**src/rtl/bindiv_pkg.sv**
```systemverilog
package bindiv_pkg;
   typedef enum logic {
      MODE_SERIES = 1'b0,
      MODE_SPLIT  = 1'b1
   } chain_mode_e;

   localparam int unsigned DEF_STAGES  = 24;
   localparam int unsigned DEF_SECTION = 8;
   localparam int unsigned DEF_TAPS    = 7;
   localparam int unsigned DEF_SYNC    = 2;
endpackage

```
**src/rtl/bindiv_rst_sync.sv**
```systemverilog
module bindiv_rst_sync #(
   parameter int unsigned DEPTH = 2
) (
   input  logic clk,
   input  logic arst,
   output logic rst_q
);
   logic [DEPTH-1:0] hold_r;

   always_ff @(posedge clk or posedge arst) begin
      if (arst) hold_r <= '1;
      else      hold_r <= {hold_r[DEPTH-2:0], 1'b0};
   end

   assign rst_q = hold_r[DEPTH-1];
endmodule

```
**src/rtl/bindiv_edge_det.sv**
```systemverilog
module bindiv_edge_det #(
   parameter int unsigned SYNC = 2
) (
   input  logic clk,
   input  logic rst,
   input  logic din,
   output logic fall
);
   logic [SYNC-1:0] sync_r;
   logic            prev_r;

   always_ff @(posedge clk or posedge rst) begin
      if (rst) begin
         sync_r <= '0;
         prev_r <= 1'b0;
      end else begin
         sync_r <= {sync_r[SYNC-2:0], din};
         prev_r <= sync_r[SYNC-1];
      end
   end

   assign fall = prev_r & ~sync_r[SYNC-1];
endmodule

```
**src/rtl/bindiv_section.sv**
```systemverilog
module bindiv_section #(
   parameter int unsigned WIDTH = 8
) (
   input  logic             clk,
   input  logic             rst,
   input  logic             cin,
   output logic [WIDTH-1:0] val,
   output logic             cout
);
   always_ff @(posedge clk or posedge rst) begin
      if (rst)      val <= '0;
      else if (cin) val <= val + 1'b1;
   end

   assign cout = cin & (&val);
endmodule

```
**src/rtl/bindiv_chain.sv**
```systemverilog
module bindiv_chain
   import bindiv_pkg::*;
#(
   parameter int unsigned STAGES  = DEF_STAGES,
   parameter int unsigned SECTION = DEF_SECTION,
   parameter int unsigned TAPS    = DEF_TAPS,
   parameter int unsigned SYNC    = DEF_SYNC
) (
   input  logic              clk,
   input  logic              clr,
   input  logic              tick_in,
   input  logic              test_mode,
   output logic              osc_en,
   output logic [TAPS-1:0]   taps,
   output logic [STAGES-1:0] count
);
   localparam int unsigned NSEC   = STAGES / SECTION;
   localparam int unsigned TAP_LO = STAGES - TAPS;

   if (STAGES % SECTION != 0) begin : g_bad_split
      $error("STAGES must be a multiple of SECTION");
   end
   if (TAPS == 0 || TAPS > STAGES) begin : g_bad_taps
      $error("TAPS must lie in 1..STAGES");
   end
   if (SYNC < 2) begin : g_bad_sync
      $error("SYNC needs at least two flops");
   end

   logic        rst_q;
   logic        fall_en;
   chain_mode_e mode;
   logic [NSEC-1:0] sec_cin;
   logic [NSEC-1:0] sec_cout;

   bindiv_rst_sync #(.DEPTH(SYNC)) rst_sync_i (
      .clk   (clk),
      .arst  (clr),
      .rst_q (rst_q)
   );

   bindiv_edge_det #(.SYNC(SYNC)) edge_i (
      .clk  (clk),
      .rst  (rst_q),
      .din  (tick_in),
      .fall (fall_en)
   );

   assign mode = test_mode ? MODE_SPLIT : MODE_SERIES;

   for (genvar k = 0; k < NSEC; k++) begin : g_sec
      if (k == 0) begin : g_first
         assign sec_cin[k] = fall_en;
      end else begin : g_rest
         assign sec_cin[k] = (mode == MODE_SPLIT) ? fall_en : sec_cout[k-1];
      end

      bindiv_section #(.WIDTH(SECTION)) sec_i (
         .clk  (clk),
         .rst  (rst_q),
         .cin  (sec_cin[k]),
         .val  (count[k*SECTION +: SECTION]),
         .cout (sec_cout[k])
      );
   end

   assign taps   = count[STAGES-1:TAP_LO];
   assign osc_en = ~rst_q;
endmodule

```
**config.mk**
```make
export PLATFORM = sky130hd
export DESIGN_NAME = bindiv_chain
export DESIGN_NICKNAME = d
export VERILOG_FILES = /design/src/rtl/bindiv_pkg.sv /design/src/rtl/bindiv_rst_sync.sv /design/src/rtl/bindiv_edge_det.sv /design/src/rtl/bindiv_section.sv /design/src/rtl/bindiv_chain.sv
export SDC_FILE = /design/constraint.sdc
export NUM_CORES = 1
export LEC_CHECK = 0
export ABC_CLOCK_PERIOD_IN_PS = 1500
export CAP_MARGIN = 15
export CORE_UTILIZATION = 47
export CTS_CLUSTER_DIAMETER = 30
export CTS_CLUSTER_SIZE = 25
export DETAILED_ROUTE_END_ITERATION = 8
export GPL_TIMING_DRIVEN = 0
export MAX_ROUTING_LAYER = met4
export PLACE_DENSITY = 0.8
export SLEW_MARGIN = 40
export SYNTH_ARGS = -nofsm -noshare
export SYNTH_HDL_FRONTEND = slang
export SYNTH_SLANG_ARGS = --single-unit
```
**constraint.sdc**
```tcl
create_clock -name clk -period 1.5 [get_ports clk]
set_clock_uncertainty 0.05 [all_clocks]
set_input_delay 0.225 -clock clk [delete_from_list [all_inputs] [get_ports clk]]
set_output_delay 0.225 -clock clk [all_outputs]
set_load 0.005 [all_outputs]
```
==> metrics.md <==
| Metric | Value |
|---|---|
| GRT Residual Overflow | 0 |
| TritonCTS Buffers | 5 |
| Slowest CP cell | dfrtp_1 |
| Final hold violations | 0 |
| CP bufs+invs | 2 |
| VDD IR-drop max | around 0.0015 V |
| Drt via density | 5.320 |
| Routed Wire Length | roughly 4200 µm |
| Critical Path Start Type | flop |
| Hold buffer count at cts | 0 |
| Cell area after synthesis | 0.001319 mm² |
| Ant diodes | 0 |
| Crit path DAT | between 1.5 and 2 ns |
| Synth Instances | 112 |
| Starting DRT DRC Count | 25 |
| Minimum clock period | 1.745 ns |
| Syn. warnings | 0 |
| Die X | 54.97 µm |
| CTS root buf | clkbuf_4 |
| CTS max path bufs | 2 |
| Top FF cell, synth | dfrtp_1 |
| Critical Setup Path Class | reg -> reg |
| Routed vias | 1213 |
| Pre-CTS setup slack | -0.2852 ns |
| Crit path capture type | flop |
| Placed inst area | 0.001734 mm² |
| DRC viols | 0 |
| Synth-to-layout area growth | 71.35% |
| Core Region | between 0.002 and 0.003 mm² |
| CP max stage delay | roughly 0.39 ns |
| Final worst slack | -0.2446 ns |
| Row count | 18 |
| Die Y | 54.97 µm |
| Async S/R FF share, synth | 1.000 |
| Worst-path maximum fanout | 6 |
| Number of routed nets with antenna violations | 0 |
| Power Total | around 3900 µW |
| Synth unique cells | 26 |
| Clock sink count | 29 |
| Vias in the first global route | 1225 |
| HPWL after DPL | 1789 µm |
| Pin count of the biggest net entering global routing | 15 |
| Area leader, netlist | dfrtp_1 |
| FMAX | 573.2 MHz |
| Syn Nets | 119 |
| Die area | ~0.003 mm² |
| Yosys reg bits | 29 |
| # H-tree levels | 2 |
| Violated checks | negative setup slack |
| Fin area | 0.002260 mm² |
| Post-synth top area share | 0.5123 |
| Fin crit share | 1.163 |
| Slew Viols, Final | 0 |
| Synth top cells by count | dfrtp_1 (27), xor2_1 (13), nand2_1 (11) |
| Clk slew on worst S/H paths | 0.09 ns |
| Starting Density | 0.5136 |
| IO buf count | 35 |
| Most frequent CP cell | buf_4 |
| Hold crit path type | reg -> async |
| Critical path cell sequence | ha_2 > and3_4 > buf_4 > a21oi_4 > buf_4 > nor3_2 > xor2_1 |
| Fin Setup TNS | -2.616 ns |
| Status | finished with violations |
| Power Dens Cells | 1724 mW/mm² |
| Total global-route track usage | 0.3166 |
| Final Util | 0.8801 |
| Leakage | between 0.001 and 0.0015 µW |
| Crit path max-delay family | flip-flops |
| Finish-stage setup viols | 17 |
| GP Congestion | roughly 0.8 |
| WL/cell | ~19 µm |
| Nets@finish | 204 |
| CTS tree | yes |
| Synth area leaders | dfrtp_1 (51%), xor2_1 (8.6%), xnor2_1 (5.3%), buf_4 (4.0%), dfstp_2 (4.0%) |
| DR pass1 iterations | 4 |
| I/O Pins | 36 |
| Max-cap viol count | 0 |
| Clk_lat worst skew | between 0.3 and 0.4 ns |
| Most common cell in the netlist | dfrtp_1 |
| Number of enable flip-flop cells after synthesis | 0 |
| First-pass GRT wire length | 6003 µm |
| Post-synthesis sequential area ratio | 0.5522 |
| RSZ-0062 raised after global routing | true |
| Synthesized area per cell | 11.77 µm² |
| Initial antenna violation count | 0 |
| WP data required | about 1.7 ns |
| Share of layout cells above drive strength 1 | 0.4495 |
-- flip-flops by register name (all words and copies together) (netlist names) --
register / cells
edge_i.prev_r: 1
rst_sync_i.hold_r: 2
g_sec.sec_i.val: 24
edge_i.sync_r: 2
-- logic make-up (layout without fill, tap and decap cells) --
family                   Yosys count  count (layout)  share of synthesized area
AND/OR/NAND/NOR                   43              43                     0.1812
other                              1               1                   0.002844
flip-flops                        29              29                     0.5522
AO/OA/AOI/OAI                      2               2                    0.02752
adder cells (fa/ha/maj)            3               3                    0.02847
multiplexers                       2               2                    0.01708
buffers and inverters             11              97                    0.05123
XOR/XNOR                          21              21                     0.1395
-- metal layers --
metal | wire length [µm] | share of wire | track usage | up-vias
met2 | 2241 | 0.53 | 0.5040 | 49
met3 | 193 | 0.045 | 0.09563 | 23
met1 | 1617 | 0.38 | 0.3351 | 597
met5 | 0 | 0 | - | -
li1 | - | - | - | 544
met4 | 195 | 0.046 | 0.2208 | 0
-- stage by stage --
step / std cells / hold slack [ns]
2_1_floorplan: 112 / 0.08650
3_3_place_gp: 177 / 0.2830
3_5_place_dp: 177 / 0.2875
5_1_grt: 228 / 0.1316
4_1_cts: 220 / 0.1137
6_report: 228 / 0.1177
-- cell usage in the layout, fill, tap and decap left out, types with 2 or more instances in the layout --
cell type         n
clkbuf_2          2
dfstp_2           2
and3_4            2
buf_6             5
clkbuf_1          3
nor4_4            4
xnor2_1           7
mux2_4            2
dfrtp_2           2
clkdlybuf4s50_1   4
nand2_1          11
xor2_1           13
and4_4            2
nand3_1           6
clkbuf_4          5
nand4_1           4
buf_4            45
dlymetal6s2s_1    9
clkdlybuf4s15_1   2
dlygate4sd2_1    18
nor3_2            3
dfrtp_1          25
inv_1             2
-- power breakdown --
part	switching, µW	total [µW]	internal (µW)
registers	246	1300	1060
logic	863	2130	1270
clock network	274	460	187
total	1380	3900	2510
-- timing repair --
action                     in CTS  in global routing
pin swaps                       7                 15
buffers inserted               34                  9
setup endpoints to repair      45                 32
gates cloned                    1                  0
gates resized for setup        45                 28
-- path summary, 6_finish.rpt --
path	from	end	slack [ns]	cells past startpoint
setup / recovery	g_sec[0].sec_i.val[1]	g_sec[1].sec_i.val[3]	-0.24	7
hold / removal	rst_sync_i.hold_r[1]	g_sec[1].sec_i.val[6]	0.12	1
setup reg to reg	g_sec[0].sec_i.val[1]	g_sec[1].sec_i.val[3]	-0.24	7
hold reg to reg	rst_sync_i.hold_r[1]	g_sec[1].sec_i.val[6]	0.12	1
max in group asynchronous	rst_sync_i.hold_r[1]	g_sec[1].sec_i.val[2]	0.92	2
min in group clk	tick_in	edge_i.sync_r[0]	0.28	1
-- area by class of cell --
cell class	count	area, µm²
Inverter	3	18.77
Multi-Input combinational cell	72	683.2
Sequential cell	29	730.7
Clock buffer	8	48.80
Buffer	8	60.06
Fill cell	122	307.8
Timing Repair inverter	1	6.256
Tap cell	30	37.54
Timing Repair Buffer	77	674.4
(Power assumes the default switching activity.)
